--- config.mk ---
export PLATFORM = sky130hd
export DESIGN_NAME = thresh_trig_det
export DESIGN_NICKNAME = d
export VERILOG_FILES = /design/src/rtl/trig_pkg.sv /design/src/rtl/trig_cmp.sv /design/src/rtl/trig_hist.sv /design/src/rtl/trig_fire_ctl.sv /design/src/rtl/thresh_trig_det.sv
export SDC_FILE = /design/constraint.sdc
export NUM_CORES = 1
export LEC_CHECK = 0
export BUFFER_PORTS_ARGS = -buffer_cell sky130_fd_sc_hd__buf_4
export CAP_MARGIN = 20
export CORE_MARGIN = 2
export CORE_UTILIZATION = 52
export CTS_CLUSTER_DIAMETER = 80
export DETAILED_ROUTE_END_ITERATION = 8
export PLACE_DENSITY = 0.83
export SLEW_MARGIN = 20
export SYNTH_ARGS = -nofsm -noshare
export SYNTH_HDL_FRONTEND = slang
export SYNTH_SLANG_ARGS = --single-unit
--- constraint.sdc ---
create_clock -name clk -period 4 [get_ports clk]
set_input_delay 0.2 -clock clk [delete_from_list [all_inputs] [get_ports clk]]
set_output_delay 0.2 -clock clk [all_outputs]
set_load 0.01 [all_outputs]
--- src/rtl/trig_pkg.sv ---
// Package trig_pkg
// Shared widths and the encoding of the trigger condition select.
// Assumes that the sample is at least as wide as the threshold.
package trig_pkg;
    localparam int unsigned SAMPLE_W = 12;
    localparam int unsigned THRESH_W = 8;

    // {level_sel, dir_up}
    typedef enum logic [1:0] {
        COND_CROSS_DOWN = 2'b00,
        COND_CROSS_UP   = 2'b01,
        COND_LVL_BELOW  = 2'b10,
        COND_LVL_ABOVE  = 2'b11
    } trig_cond_e;
endpackage

--- src/rtl/trig_cmp.sv ---
// Module trig_cmp
// Magnitude comparison of a value with the threshold, either as a signed
// or as an unsigned number. Purely combinational.
// Assumes that both operands have the same width and the same format.
module trig_cmp #(
    parameter int unsigned W = 8
) (
    input  logic [W-1:0] val,
    input  logic [W-1:0] thr,
    input  logic         is_signed,
    output logic         gt,
    output logic         lt
);
    // Select the signed or the unsigned ordering.
    always_comb begin
        if (is_signed) begin
            gt = $signed(val) > $signed(thr);
            lt = $signed(val) < $signed(thr);
        end else begin
            gt = val > thr;
            lt = val < thr;
        end
    end

    // a value cannot be both above and below the threshold
    always_comb begin
        a_r2_exclusive: assert (!(gt && lt));
    end
endmodule

--- src/rtl/trig_hist.sv ---
// Module trig_hist
// Holds the compared bits of the last valid sample for crossing detection.
// Assumes that clr has priority over load.
module trig_hist #(
    parameter int unsigned W = 8
) (
    input  logic         clk,
    input  logic         rst_n,
    input  logic         clr,
    input  logic         load,
    input  logic [W-1:0] d,
    output logic [W-1:0] q,
    output logic         q_ok
);
    // Capture the sample, or forget it on reset or disable.
    always_ff @(posedge clk) begin
        if (!rst_n || clr) begin
            q    <= '0;
            q_ok <= 1'b0;
        end else if (load) begin
            q    <= d;
            q_ok <= 1'b1;
        end
    end

    // without a load the stored sample is kept
    a_r10_hold: assert property (@(posedge clk) disable iff (!rst_n)
        (!clr && !load) |=> $stable(q) && $stable(q_ok));
endmodule

--- src/rtl/trig_fire_ctl.sv ---
// Module trig_fire_ctl
// Decides whether a sample meets the selected condition and produces the
// pulse and the sticky flag.
// Assumes that the compare results for the current and the previous sample
// are computed against the same threshold.
module trig_fire_ctl
    import trig_pkg::*;
(
    input  logic       clk,
    input  logic       rst_n,
    input  logic       en,
    input  logic       smp_valid,
    input  trig_cond_e cond,
    input  logic       cur_gt,
    input  logic       cur_lt,
    input  logic       prev_gt,
    input  logic       prev_lt,
    input  logic       prev_ok,
    output logic       pulse,
    output logic       seen
);
    logic fire;

    // Evaluate the selected condition for this sample.
    always_comb begin
        unique case (cond)
            COND_LVL_ABOVE:  fire = cur_gt;
            COND_LVL_BELOW:  fire = cur_lt;
            COND_CROSS_UP:   fire = prev_ok && cur_gt && !prev_gt;
            COND_CROSS_DOWN: fire = prev_ok && cur_lt && !prev_lt;
            default:         fire = 1'b0;
        endcase
        fire = fire && smp_valid;
    end

    // Register a single pulse per enabled period and hold the flag.
    always_ff @(posedge clk) begin
        if (!rst_n || !en) begin
            pulse <= 1'b0;
            seen  <= 1'b0;
        end else begin
            pulse <= fire && !seen;
            if (fire) begin
                seen <= 1'b1;
            end
        end
    end

    // the pulse lasts one cycle
    a_r8_single_pulse: assert property (@(posedge clk) disable iff (!rst_n)
        pulse |=> !pulse);
    // the pulse always comes with the flag
    a_r8_pulse_flag: assert property (@(posedge clk) disable iff (!rst_n)
        pulse |-> seen);
    // the flag is sticky while enabled
    a_r8_flag_sticky: assert property (@(posedge clk) disable iff (!rst_n)
        (seen && en) |=> seen);
    // disable clears everything
    a_r6_disarm_clears: assert property (@(posedge clk) disable iff (!rst_n)
        !en |=> (!seen && !pulse));
    // a crossing needs a stored sample
    a_r7_edge_needs_hist: assert property (@(posedge clk) disable iff (!rst_n)
        (en && smp_valid && !prev_ok && !cond[1]) |=> !pulse);
    // no pulse without a valid sample
    a_r10_pulse_needs_valid: assert property (@(posedge clk) disable iff (!rst_n)
        (en && !smp_valid) |=> !pulse);
endmodule

--- src/rtl/thresh_trig_det.sv ---
// Module thresh_trig_det
// Threshold trigger detector: slices the upper bits of each sample and
// compares them, and the stored previous sample, with the threshold.
// It also fires a single pulse per arming and holds a triggered flag.
// Assumes that SMP_W is greater than THR_W.
module thresh_trig_det
    import trig_pkg::*;
#(
    parameter int unsigned SMP_W = SAMPLE_W,
    parameter int unsigned THR_W = THRESH_W
) (
    input  logic             clk,
    input  logic             rst_n,
    input  logic             smp_valid,
    input  logic [SMP_W-1:0] smp_data,
    input  logic [THR_W-1:0] thr_code,
    input  logic             dir_up,
    input  logic             level_sel,
    input  logic             fmt_signed,
    input  logic             arm_n,
    input  logic             run_en,
    input  logic             burst_sel,
    output logic             trig_pulse,
    output logic             trig_seen
);
    localparam int unsigned DROP_W = SMP_W - THR_W;
    localparam int unsigned N_CMP  = 2;

    logic             det_en;
    logic [THR_W-1:0] cur_top;
    logic [THR_W-1:0] prev_top;
    logic             prev_ok;
    logic             unused_low_bits;
    logic [THR_W-1:0] cmp_in [N_CMP];
    logic [N_CMP-1:0] cmp_gt;
    logic [N_CMP-1:0] cmp_lt;
    trig_cond_e       cond;

    // Combine the run, burst-mode and active-low arm controls.
    assign det_en  = run_en && burst_sel && !arm_n;
    // keep only the most significant bits of the sample.
    assign cur_top = smp_data[SMP_W-1 -: THR_W];
    assign unused_low_bits = ^smp_data[DROP_W-1:0];
    assign cond    = trig_cond_e'({level_sel, dir_up});
    assign cmp_in[0] = cur_top;
    assign cmp_in[1] = prev_top;

    trig_hist #(.W(THR_W)) u_hist (
        .clk   (clk),
        .rst_n (rst_n),
        .clr   (!det_en),
        .load  (det_en && smp_valid),
        .d     (cur_top),
        .q     (prev_top),
        .q_ok  (prev_ok)
    );

    // One comparator for the current sample and one for the previous sample.
    for (genvar i = 0; i < N_CMP; i++) begin : g_cmp
        trig_cmp #(.W(THR_W)) u_cmp (
            .val       (cmp_in[i]),
            .thr       (thr_code),
            .is_signed (fmt_signed),
            .gt        (cmp_gt[i]),
            .lt        (cmp_lt[i])
        );
    end

    trig_fire_ctl u_fire (
        .clk       (clk),
        .rst_n     (rst_n),
        .en        (det_en),
        .smp_valid (smp_valid),
        .cond      (cond),
        .cur_gt    (cmp_gt[0]),
        .cur_lt    (cmp_lt[0]),
        .prev_gt   (cmp_gt[1]),
        .prev_lt   (cmp_lt[1]),
        .prev_ok   (prev_ok),
        .pulse     (trig_pulse),
        .seen      (trig_seen)
    );

    // reset clears the outputs
    a_r9_reset_clear: assert property (@(posedge clk)
        !rst_n |=> (!trig_pulse && !trig_seen));
    // a level sample equal to the threshold does not fire
    a_r5_equal_no_fire: assert property (@(posedge clk) disable iff (!rst_n)
        (level_sel && smp_valid && (cur_top == thr_code) && !trig_seen) |=> !trig_pulse);
endmodule

# Word-level counts from Yosys, hierarchy flattened
# Index checks and enable logic that the tools add are counted.
[word_totals]
reg_bits = 11
in_bits = 29
out_inout_bits = 2
word_cells = 37
[op_classes]
order_cmp = 8
eq_ne = 3
muxes = 5
n_reduce_logical = 17
[op_table]
columns = ["operator", "count"]
rows = [
  ["greater-than comparator 8 bit", 4],
  ["< comparator 8 bit", 4],
  ["logical AND 1 bit", 9],
  ["zero test 1 bit", 6],
  ["== test 2 bit, second input constant", 2],
  ["two-way mux 1 bit", 4],
  ["case mux 1 bit (4 select lines)", 1],
  ["== test 2 x 1 -> 1 bit, second input constant", 1],
  ["zero test 2 bit", 1],
  ["logical OR 1 bit", 1],
]

# Longest topological paths before layout
# Gate-level depths: netlist (run 1).
[depth]
depth_word = 7
mapped_depth = 8
ltp_nobuf = 8

# Modules after synthesis
# From an unflattened synthesis (run 1), not the netlist that was laid out.
[unflattened]
hier_cells = 114
area_unflattened_um2 = 935.9
[by_module_without_submodules]
columns = ["mod", "instances", "cells_each", "area_per_inst_um2", "seq_area_each_um2"]
rows = [
  ["trig_cmp", 2, 34, 240.2, 0.0],
  ["trig_hist", 1, 30, 320.3, 180.2],
  ["trig_fire_ctl", 1, 13, 107.6, 40.0],
  ["thresh_trig_det", 1, 3, 27.5, 0.0],
]

# Worst setup path after synthesis (run 1)
# Ideal clock, no wire load.
[synth_path]
path_type = "in2reg"
startpoint = "input thr_code[5]"
endpoint = "register u_fire.seen"
setup_time_ns = 0.123
t_arrival_ns = 1.634
required_ns = 3.877
setup_slack_ns = 2.243
cell_stages = 8
path_buffers = 0
path_cell_list = "inv_1 -> ha_1 -> a21o_1 -> a2111oi_2 -> or2_1 -> o21ai_1 -> a311oi_2 -> o21ai_1"
[synth_between]
elab_chain_len = 6
elab_cells_between_ends = 20
classes_between = "order compare: 8; mux: 5; reduce/logical: 7"
[synth_lines]
columns = ["item", "line_no", "rtl"]
rows = [
  ["start: declaration", "thresh_trig_det.sv:16", "input logic [THR_W-1:0] thr_code,"],
  ["< comparator 8 bit, or another cell as far along", "trig_cmp.sv:21", "lt = val < thr;"],
  ["two-way mux 1 bit", "trig_cmp.sv:16", "if (is_signed) begin"],
  ["logical AND 1 bit, or another cell as far along", "trig_fire_ctl.sv:30", "COND_CROSS_DOWN: fire = prev_ok && cur_lt && !prev_lt;"],
  ["logical AND 1 bit (on tied branches)", "trig_fire_ctl.sv:30, trig_fire_ctl.sv:29", ""],
  ["case mux 1 bit (4 select lines) (*)", "trig_fire_ctl.sv:26", "unique case (cond)"],
  ["logical AND 1 bit (*)", "trig_fire_ctl.sv:33", "fire = fire && smp_valid;"],
  ["end signal: assignment", "trig_fire_ctl.sv:40", "seen <= 1'b0;"],
  ["end signal: assignment", "trig_fire_ctl.sv:44", "seen <= 1'b1;"],
  ["end: declaration", "trig_fire_ctl.sv:20", "output logic seen"],
]
# Every way passes the cells marked *; elsewhere a longest branch is shown, timed or not.
# A chain may end at the register's enable or synchronous reset.

# Final worst setup path (run 1)
[layout_path]
startpoint = "register u_hist.q[5]"
endpoint = "register u_fire.seen"
[layout_between]
elab_chain_len = 6
elab_cells_between_ends = 12
classes_between = "order compare: 4; mux: 3; reduce/logical: 5"
[layout_lines]
columns = ["item", "line_no", "rtl"]
rows = [
  ["start: declaration", "trig_hist.sv:12", "output logic [W-1:0] q,"],
  ["start signal: assignment", "trig_hist.sv:18", "q <= '0;"],
  ["start signal: assignment", "trig_hist.sv:21", "q <= d;"],
  ["< comparator 8 bit, or another cell as far along", "trig_cmp.sv:21", ""],
  ["two-way mux 1 bit", "trig_cmp.sv:16", ""],
  ["zero test 1 bit (on tied branches)", "trig_fire_ctl.sv:30, trig_fire_ctl.sv:29", ""],
  ["logical AND 1 bit (on tied branches)", "trig_fire_ctl.sv:30, trig_fire_ctl.sv:29", ""],
  ["case mux 1 bit (4 select lines) (*)", "trig_fire_ctl.sv:26", ""],
  ["logical AND 1 bit (*)", "trig_fire_ctl.sv:33", ""],
]
# Marked as above.

==> out/qor.yml, run 1 <==
pwr:
  p_comb_frac: 0.268
  p_leak_nw: 0.527
  switchingPower_uw: 78.4
  power.total_uw: 265
  intPower_uw: 187
  power_frac_seq: 0.422
  power_density_mw_per_mm2: 240
  netSwitchingFraction: 0.295
  power_frac_clock: 0.309
  ir_drop_mv: 0.198
place:
  numPortBuffers: 26
  place.gp.congestion: 0.921
  hpwlAfterDp_microns: 1570
timing:
  rsz0062_at_grt: "false"
  worst_pin_slew_ns: 0.432
  max_slew_margin: 0.710
  finalSetupViolCount: 0
  post-route-min-period_ns: 1.95
  hold_viol: 0
  drv_slew: 0
  clock.fmax_mhz: 514
  fin_crit_sh: 0.487
  clock_skew_ns: 0.00206
  fin_setup_tns_ns: 0
yosys:
  synth_top_area_frac: 0.252
  synth_cell_types: 34
  synth_ff_type: "dfxtp_1"
  synth_cells: 91
  synth_nets: 136
  yosysWarnings: 0
  synth_top_cell_by_area: "dfxtp_1"
  async_flop_share: 0
  syn_area_per_cell_sq_um: 9.60
  synthTopCellsByCount: "ha_1 (16), dfxtp_1 (11), inv_1 (11), o221a_2 (8), nand2_1 (5)"
  synth.most_common_cell: "ha_1"
  synth_area_leaders: "dfxtp_1 (25%), ha_1 (23%), o221a_2 (10%), inv_1 (4.7%), nand2_1 (2.1%)"
  ys_ff_latch: 11
  seq_area_frac_synth: 0.252
  syn_area_sq_um: 873
  synth-edff-count: 0
floorplan:
  die_w_microns: 45.0
  die_area_sq_mm: 0.00202
  initial_core_util: 0.567
  placementRows: 14
  die_y_microns: 45.0
  pin_count: 31
  core_sq_mm: 0.00154
layout:
  multi_input_area_sq_um: 604
  layout-drive-gt1-share: 0.353
  regArea_sq_um: 220
  final_nets: 165
  syn_to_final_growth_pct: 26.8
  n_antenna_cell: 0
  fill_cells: 128
drt:
  drt.antenna.violating_nets: 0
  dr_total_vias: 813
  vias_per_cell: 6.02
  drt_first_pass_iters: 4
  route.detailed.drc: 0
  wire_per_inst_microns: 14.7
  drt_iter0_drc: 18
  routed_wl_microns: 1990
setup_path:
  r2r_cells: 7
  critPathRequiredTime_ns: 4.16
  critPathLaunchType: "register"
  end_kind: "register"
  path_max_fanout: 3
  critPathArrivalTime_ns: 2.11
  crit_type: "register to register"
clock_tree:
  tritoncts: "built"
  cts_buffers: 3
  clock-sinks: 11
  postCtsSetupRepairBufs: 0
  insertion_delay_ns: 0.28
  cts_repair_resize_count: 0
  root_buffer: "clkbuf_4"
  clock_path_buffers: 2
  path_clk_slew_ns: 0.08
  htree_levels: 1
  hold_buffers: 0
global_routing:
  grt_max_degree: 12
  grt_pass1_wl_microns: 3460
  antenna_found_initial: 0
  grt_pass1_vias: 828
  overflow: 0
  track_usage: 0.233
flow_run:
  cap_violations: 0
min_path:
  hp-class: "input pin to register"
  holdPathStages: 3
status:
  status: "completed"
## power groups by stage
stage / Sequential, mW / Clock [mW] / Combinational, mW
after global routing: 0.112 / 0.0874 / 0.0804
after detailed placement: 0.115 / 0 / 0.0706
after floorplan: 0.115 / 0 / 0.0407
final: 0.112 / 0.0821 / 0.0712
after CTS: 0.112 / 0.0816 / 0.0713
after global placement: 0.115 / 0 / 0.0690
## layout make-up
type,count,area share
well taps,16,0.0181
multi-input cells,67,0.546
clock buffers,4,0.0237
inverters,11,0.0373
flip-flops and latches,11,0.199
repair buffers,26,0.176
## cells in the final DEF, fill, tap and decap left out
master | synthesis | final
buf_4 | 0 | 26
ha_1 | 16 | 16
inv_1 | 11 | 11
dfxtp_1 | 11 | 11
o221a_2 | 8 | 8
nand2_1 | 5 | 5
a21oi_1 | 3 | 3
nand4_1 | 3 | 3
clkbuf_4 | 0 | 3
o211ai_1 | 2 | 2
nor2b_1 | 2 | 2
a21o_1 | 2 | 2
xor2_1 | 2 | 2
o22ai_1 | 2 | 2
o21ai_1 | 2 | 2
nand4b_1 | 1 | 1
and4b_1 | 1 | 1
and4_1 | 1 | 1
a21o_2 | 1 | 1
a2111oi_2 | 1 | 1
or2_1 | 1 | 1
o2111a_1 | 1 | 1
o21bai_1 | 1 | 1
or3_4 | 1 | 1
o21ai_0 | 1 | 1
nand2b_1 | 1 | 1
a211oi_1 | 1 | 1
nor4b_1 | 1 | 1
o32ai_1 | 1 | 1
a2111oi_0 | 1 | 1
nand3_1 | 1 | 1
a221oi_1 | 1 | 1
a311oi_2 | 1 | 1
nor3_2 | 1 | 1
o21a_1 | 1 | 1
clkbuf_1 | 2 | 1
## metrics by stage
step | area (sq um) | hold WS (ns) | cells | util | worst slack (ns)
final | 1110 | 0.188 | 135 | 0.718 | 2.05
after global routing | 1110 | 0.196 | 135 | 0.718 | 1.98
after CTS | 1110 | 0.200 | 135 | 0.718 | 2.08
after detailed placement | 1080 | 0.454 | 131 | 0.701 | 1.98
after global placement | 1080 | 0.446 | 131 | 0.701 | 2.01
after floorplan | 873 | 0.347 | 91 | - | 2.24
## sequential cells by signal (all words and copies together) (netlist names)
register,flops
u_fire.pulse,1
u_hist.q,8
u_fire.seen,1
u_hist.q_ok,1
## cells by family after synthesis
family / after synthesis / share of synthesized area
buf+inv: 13 / 0.0559
fa+ha+maj: 16 / 0.229
simple gates: 19 / 0.143
xor+xnor: 2 / 0.0201
compound gates: 30 / 0.299
flops: 11 / 0.252
## worst max-delay path: stages, from the launching register on
cell and delay [ns]:
dfxtp_1 0.32, ha_1 0.31, nand4_1 0.12, a211oi_1 0.34
nor4b_1 0.11, a21o_1 0.20, a311oi_2 0.33, o21ai_1 0.10
## path summary, 6_finish.rpt
kind	start	to	slack [ns]
worst min register to register	u_fire.seen$_SDFFE_PP0P_	u_fire.pulse$_SDFF_PP0_	0.46
worst max register to register	u_hist.q[5]$_SDFFE_PP0P_	u_fire.seen$_SDFFE_PP0P_	2.05
worst max-delay path	u_hist.q[5]$_SDFFE_PP0P_	u_fire.seen$_SDFFE_PP0P_	2.05
worst min-delay path	level_sel	u_fire.pulse$_SDFF_PP0_	0.19
## per-layer routing
| metal | GRT usage | share of wire | wire length [microns] |
|---|---|---|---|
| met1 | 0.295 | 0.45 | 893 |
| met2 | 0.391 | 0.48 | 963 |
| met3 | 0.0560 | 0.054 | 108 |
| met4 | 0.0706 | 0.010 | 20 |
| met5 | 0 | 0 | 0 |
No activity file was read; power rests on OpenSTA's default activity.
==> inputs of run 2 (changes only) <==
- CORE_UTILIZATION: 52 -> 48
- PLACE_DENSITY: 0.83 -> 0.77
- clock period: 4 -> 2 ns (I/O delays scaled with it)
==> out/qor.yml, run 2 (same netlist as run 1, synthesis figures left out) <==
status:
  status: "completed"
clock_tree:
  path_clk_slew_ns: 0.08  # about the same
  insertion_delay_ns: 0.28  # about the same
  hold_buffers: 0  # unchanged
  tritoncts: "built"
  htree_levels: 1  # unchanged
  clock-sinks: 11  # unchanged
  postCtsSetupRepairBufs: 0  # unchanged
  cts_buffers: 3  # unchanged
  cts_repair_resize_count: 0  # unchanged
  root_buffer: "clkbuf_4"
  clock_path_buffers: 2  # unchanged
setup_path:
  r2r_cells: 7  # unchanged
  reg2reg_setup_slack_ns: 0.09  # -1.96 ns
  critPathLaunchType: "register"
  critPathRequiredTime_ns: 2.17  # -1.99 ns
  path_max_fanout: 3  # unchanged
  crit_slowest_cell: "a2111oi_2"
  max_stage_delay_ns: 0.34  # about the same
  crit_type: "register to register"
  critPathArrivalTime_ns: 2.07  # -0.04 ns
  rr_endpoint: "u_fire.seen$_SDFFE_PP0P_"
  end_kind: "register"
  reg2reg_from: "u_hist.q[5]$_SDFFE_PP0P_"
  cp_cell_sequence: "ha_1 -> nand4_1 -> a211oi_2 -> a2111oi_2 -> a221oi_1 -> a311oi_2 -> o21ai_1"
drt:
  route.detailed.drc: 0  # unchanged
  drt_first_pass_iters: 2  # -2
  vias_per_cell: 5.72  # -5.1%
  drt_iter0_drc: 12  # -6
  dr_total_vias: 829  # +2.0%
  drt.antenna.violating_nets: 0  # unchanged
  wire_per_inst_microns: 13.8  # -5.9%
  routed_wl_microns: 2010  # +1.1%
global_routing:
  grt_pass1_wl_microns: 3190  # -8.0%
  track_usage: 0.212  # -0.0214
  grt_pass1_vias: 756  # -8.7%
  grt_max_degree: 12  # unchanged
  antenna_found_initial: 0  # unchanged
  overflow: 0  # unchanged
floorplan:
  die_y_microns: 46.7  # +3.7%
  initial_core_util: 0.506  # -0.0608
  placementRows: 15  # +1
  die_w_microns: 46.7  # +3.7%
  core_sq_mm: 0.00173  # +12%
  pin_count: 31  # unchanged
  die_area_sq_mm: 0.00218  # +7.6%
timing:
  drv_slew: 0  # unchanged
  worst_pin_slew_ns: 0.420  # -0.0122 ns
  clock.fmax_mhz: 524  # +2.0%
  layout_setup_ws_ns: 0.0922  # -1.96 ns
  finalSetupViolCount: 0  # unchanged
  max_slew_margin: 0.718  # +0.00817
  rsz0062_at_grt: "false"
  hold_viol: 0  # unchanged
  fin_crit_sh: 0.954  # +0.467
  holdWs_ns: 0.0902  # -0.0979 ns
  post-route-min-period_ns: 1.91  # -0.0385 ns
  clock_skew_ns: 0.00487  # +0.00281 ns
  fin_setup_tns_ns: 0  # unchanged
layout:
  top_register: "u_hist.q"
  final_common_cell: "buf_4"
  layout-drive-gt1-share: 0.383  # +0.0304
  layout_common_cells: "buf_4 (27), ha_1 (15), inv_1 (11), dfxtp_1 (11), o221a_2 (8)"
  largest_reg_flops: 8  # unchanged
  n_antenna_cell: 0  # unchanged
  syn_to_final_growth_pct: 30.5
  final_nets: 166  # +0.61%
min_path:
  holdPathStages: 3  # unchanged
  hp-start: "level_sel"
  hold_end: "u_fire.pulse$_SDFF_PP0_"
  hp-class: "input pin to register"
place:
  place.gp.congestion: 0.800  # -13%
  numPortBuffers: 26  # unchanged
  dp_slack_ns: 0.0980  # -1.88 ns
  hpwlAfterDp_microns: 1540  # -1.5%
pwr:
  ir_drop_mv: 0.407  # +110%
  power_density_mw_per_mm2: 465  # +94%
  p_leak_nw: 0.532  # +0.92%
flow_run:
  cap_violations: 0  # unchanged
[run 2: how the worst max path moves through the flow]
stage,start,to,cells past startpoint
finish,u_hist.q[5]$_SDFFE_PP0P_,u_fire.seen$_SDFFE_PP0P_,7
global route,u_hist.q[7]$_SDFFE_PP0P_,u_fire.seen$_SDFFE_PP0P_,7
CTS,u_hist.q[5]$_SDFFE_PP0P_,u_fire.seen$_SDFFE_PP0P_,7
detailed placement,u_hist.q[5]$_SDFFE_PP0P_,u_fire.seen$_SDFFE_PP0P_,7
global placement,u_hist.q[5]$_SDFFE_PP0P_,u_fire.seen$_SDFFE_PP0P_,7
floorplan,u_hist.q[7]$_SDFFE_PP0P_,u_fire.seen$_SDFFE_PP0P_,7
[run 2: area by class of cell]
type                            count  area (sq um)
Multi-Input combinational cell     67           618
Fill cell                         156           587
Sequential cell                    11           220
Timing Repair Buffer               27           203
Inverter                           11          41.3
Tap cell                           25          31.3
Clock buffer                        4          26.3
[run 2: stage by stage]
stage,total power [mW],utilization,cell area [sq um],std cells
after floorplan,0.310,-,873,91
after global placement,0.368,0.637,1100,141
after detailed placement,0.371,0.637,1100,141
after CTS,0.529,0.652,1130,145
after global routing,0.565,0.660,1140,145
final,0.530,0.660,1140,145
[run 2: per-layer routing]
layer | share of wire | wire length, microns | up-vias | track usage
li1 | - | - | 419 | -
met2 | 0.47 | 949 | 19 | 0.342
met1 | 0.47 | 951 | 384 | 0.273
met4 | 0.028 | 57 | 0 | 0.100
met3 | 0.024 | 48 | 7 | 0.0353
met5 | 0 | 0 | - | 0
[run 2: power breakdown]
group / leakage, nW / internal, mW / switching (mW)
clock network: 0.0150 / 0.0774 / 0.0818
registers: 0.0890 / 0.222 / 0.00195
logic: 0.428 / 0.0764 / 0.0700
total: 0.532 / 0.376 / 0.154
[run 2: worst max-delay path, delay by kind of cell (launching register included)]
kind / cells / cell delay, ns
AO/OA/AOI/OAI: 5 / 1.00
adder cells (fa/ha/maj): 1 / 0.31
flip-flops: 1 / 0.32
AND/OR/NAND/NOR: 1 / 0.16
==> inputs of run 3 (changes only) <==
- CORE_UTILIZATION: 48 -> 49
- PLACE_DENSITY: 0.77 -> 0.78
- SYNTH_HIERARCHICAL: default -> 1
==> out/qor.yml, run 3 <==
status:
  status: "completed"
clock_tree:
  insertion_delay_ns: 0.27  # about the same
  hold_buffers: 0  # unchanged
  postCtsSetupRepairBufs: 0  # unchanged
  htree_levels: 1  # unchanged
  tritoncts: "built"
  clock_path_buffers: 2  # unchanged
  path_clk_slew_ns: 0.08  # about the same
  cts_buffers: 3  # unchanged
  cts_repair_resize_count: 0  # unchanged
  clock-sinks: 11  # unchanged
  root_buffer: "clkbuf_4"
drt:
  vias_per_cell: 5.34  # -6.7%
  route.detailed.drc: 0  # unchanged
  drt_first_pass_iters: 4  # +2
  drt.antenna.violating_nets: 0  # unchanged
  drt_iter0_drc: 16  # +4
  dr_total_vias: 891  # +7.5%
  wire_per_inst_microns: 12.6  # -9.1%
  routed_wl_microns: 2100  # +4.7%
floorplan:
  die_area_sq_mm: 0.00228  # +4.6%
  pin_count: 31  # unchanged
  placementRows: 15  # unchanged
  core_sq_mm: 0.00176  # +2.2%
  die_w_microns: 47.7  # +2.3%
  die_y_microns: 47.7  # +2.3%
  initial_core_util: 0.530  # +0.0247
pwr:
  power_frac_seq: 0.423  # about the same
  power_frac_clock: 0.306  # +0.006
  p_leak_nw: 0.593  # +12%
  ir_drop_mv: 0.314  # -23%
  power_density_mw_per_mm2: 443  # -4.7%
  switchingPower_uw: 147  # -4.1%
  netSwitchingFraction: 0.284  # -0.00612
  intPower_uw: 372  # -1.2%
  p_comb_frac: 0.270  # -0.006
yosys:
  synth.most_common_cell: "inv_1"
  synth-edff-count: 0  # unchanged
  synth_cell_types: 28  # -18%
  synth_cells: 114  # +25%
  ys_ff_latch: 11  # unchanged
  yosysWarnings: 6  # +6
  seq_area_frac_synth: 0.235  # -0.0169
  synth_top_cell_by_area: "dfxtp_1"
  synth_nets: 159  # +17%
  syn_area_per_cell_sq_um: 8.21  # -14%
  synthTopCellsByCount: "inv_1 (18), ha_1 (16), nor2_1 (14), dfxtp_1 (11), mux2i_1 (8)"
  synth_top_area_frac: 0.235  # -0.0169
  synth_ff_type: "dfxtp_1"
  syn_area_sq_um: 936  # +7.2%
  synth_area_leaders: "dfxtp_1 (24%), ha_1 (21%), mux2i_1 (8.6%), inv_1 (7.2%), nor2_1 (5.6%)"
  async_flop_share: 0  # unchanged
setup_path:
  critPathRequiredTime_ns: 2.16  # about the same
  crit_slowest_cell: "or3b_1"
  cp_cell_sequence: "ha_1 -> a21o_1 -> a21oi_2 -> o21bai_1 -> a22oi_1 -> or3b_1 -> a21oi_1 -> nor3_1"
  end_kind: "register"
  cp_top_family: "compound AO/OA/AOI/OAI gates"
  max_stage_delay_ns: 0.39  # +0.05 ns
  crit_type: "register to register"
  reg2reg_setup_slack_ns: 0.08  # about the same
  path_buf_inv: 0  # unchanged
  critPathArrivalTime_ns: 2.08  # about the same
  critPathLaunchType: "register"
  path_max_fanout: 2  # -1
global_routing:
  antenna_found_initial: 0  # unchanged
  grt_pass1_vias: 796  # +5.3%
  track_usage: 0.204  # -0.00779
  grt_pass1_wl_microns: 3150  # -1.1%
  overflow: 0  # unchanged
  grt_max_degree: 10  # -2
place:
  dp_cells: 163  # +16%
  place.gp.congestion: 0.802  # +0.14%
  hpwlAfterDp_microns: 1690  # +9.6%
  numPortBuffers: 26  # unchanged
  placed_cell_area_sq_mm: 0.00115  # +4.2%
layout:
  largest_reg_flops: 8  # unchanged
  final_nets: 188  # +13%
  final_common_cell: "buf_4"
  syn_to_final_growth_pct: 25.3
  stdcell_count: 167  # +15%
  n_antenna_cell: 0  # unchanged
  layout_common_cells: "buf_4 (26), inv_1 (18), ha_1 (16), nor2_1 (14), dfxtp_1 (11)"
  layout-drive-gt1-share: 0.225  # -0.158
  fin_area_sq_mm: 0.00117  # +2.9%
  top_register: "u_hist/q"
flow_run:
  cap_violations: 0  # unchanged
min_path:
  hp-class: "input pin to register"
timing:
  post-route-min-period_ns: 1.92  # +0.0124 ns
  drv_slew: 0  # unchanged
  clock_skew_ns: 0.000348  # -0.00452 ns
  hold_viol: 0  # unchanged
  clock.fmax_mhz: 521  # -0.65%
  max_slew_margin: 0.630  # -0.0889
  rsz0062_at_grt: "false"
  finalSetupViolCount: 0  # unchanged
  fin_crit_sh: 0.960  # +0.00621
  worst_pin_slew_ns: 0.555  # +0.135 ns
  fin_setup_tns_ns: 0  # unchanged
-- run 3: cell types whose count changed after synthesis, sizes merged, moves of 3 or more --
cell	before	now
nor2	0	14
nand3b	0	3
inv	11	18
nand4	3	0
nand2b	1	4
mux2i	0	8
a21oi	3	7
o221a	8	0
-- run 3: kinds of logic after synthesis --
logic type,count (synthesis),synth area share
AOI/OAI and AO/OA,22,0.163
adders and majority gates,16,0.214
buffers and inverters,20,0.0896
DFF,11,0.235
muxes,8,0.0856
and+or+nand+nor,37,0.213
-- run 3: stage by stage --
stage	utilization	hold slack (ns)	setup WS, ns	power [mW]
6_report	0.665	0.0728	0.0798	0.519
5_1_grt	0.665	0.0702	0.0235	0.546
4_1_cts	0.665	0.0694	0.0781	0.523
3_5_place_dp	0.650	0.356	0.0871	0.364
3_3_place_gp	0.650	0.351	0.158	0.357
2_1_floorplan	-	0.247	0.224	0.303
-- run 3: worst min-delay path, delay by kind of cell --
family        cells  cell delay, ns
buf+inv           1            0.08
simple gates      1            0.07
mux               1            0.06
-- run 3: path summary, 6_finish.rpt --
path                                          startpoint                        to  cells past startpoint
worst max register to register  u_hist/q[5]$_SDFFE_PP0P_  u_fire/seen$_SDFFE_PP0P_                      8
worst min-delay path                         smp_data[4]  u_hist/q[0]$_SDFFE_PP0P_                      3
worst max-delay path            u_hist/q[5]$_SDFFE_PP0P_  u_fire/seen$_SDFFE_PP0P_                      8
worst min register to register  u_hist/q_ok$_SDFFE_PP0P_  u_hist/q_ok$_SDFFE_PP0P_                      2
-- run 3: power by group through the flow --
| stage | sequential, mW | combinational (mW) | clock, mW |
|---|---|---|---|
| finish | 0.220 | 0.140 | 0.159 |
| global route | 0.220 | 0.156 | 0.171 |
| CTS | 0.220 | 0.141 | 0.163 |
| detailed placement | 0.225 | 0.139 | 0 |
| global placement | 0.225 | 0.132 | 0 |
| floorplan | 0.225 | 0.0776 | 0 |
-- run 3: layout make-up --
type,count,area (sq um)
clock buffers,4,26.3
inverters,18,67.6
repair buffers,26,195
fillers,172,592
well taps,25,31.3
flip-flops and latches,11,220
multi-input cells,83,632
-- run 3: per-layer routing --
metal | vias up | wire length (microns) | track usage
li1 | 447 | - | -
met1 | 411 | 922 | 0.199
met2 | 29 | 1040 | 0.395
met3 | 4 | 108 | 0.0491
met4 | 0 | 28 | 0.0973
met5 | - | 0 | 0
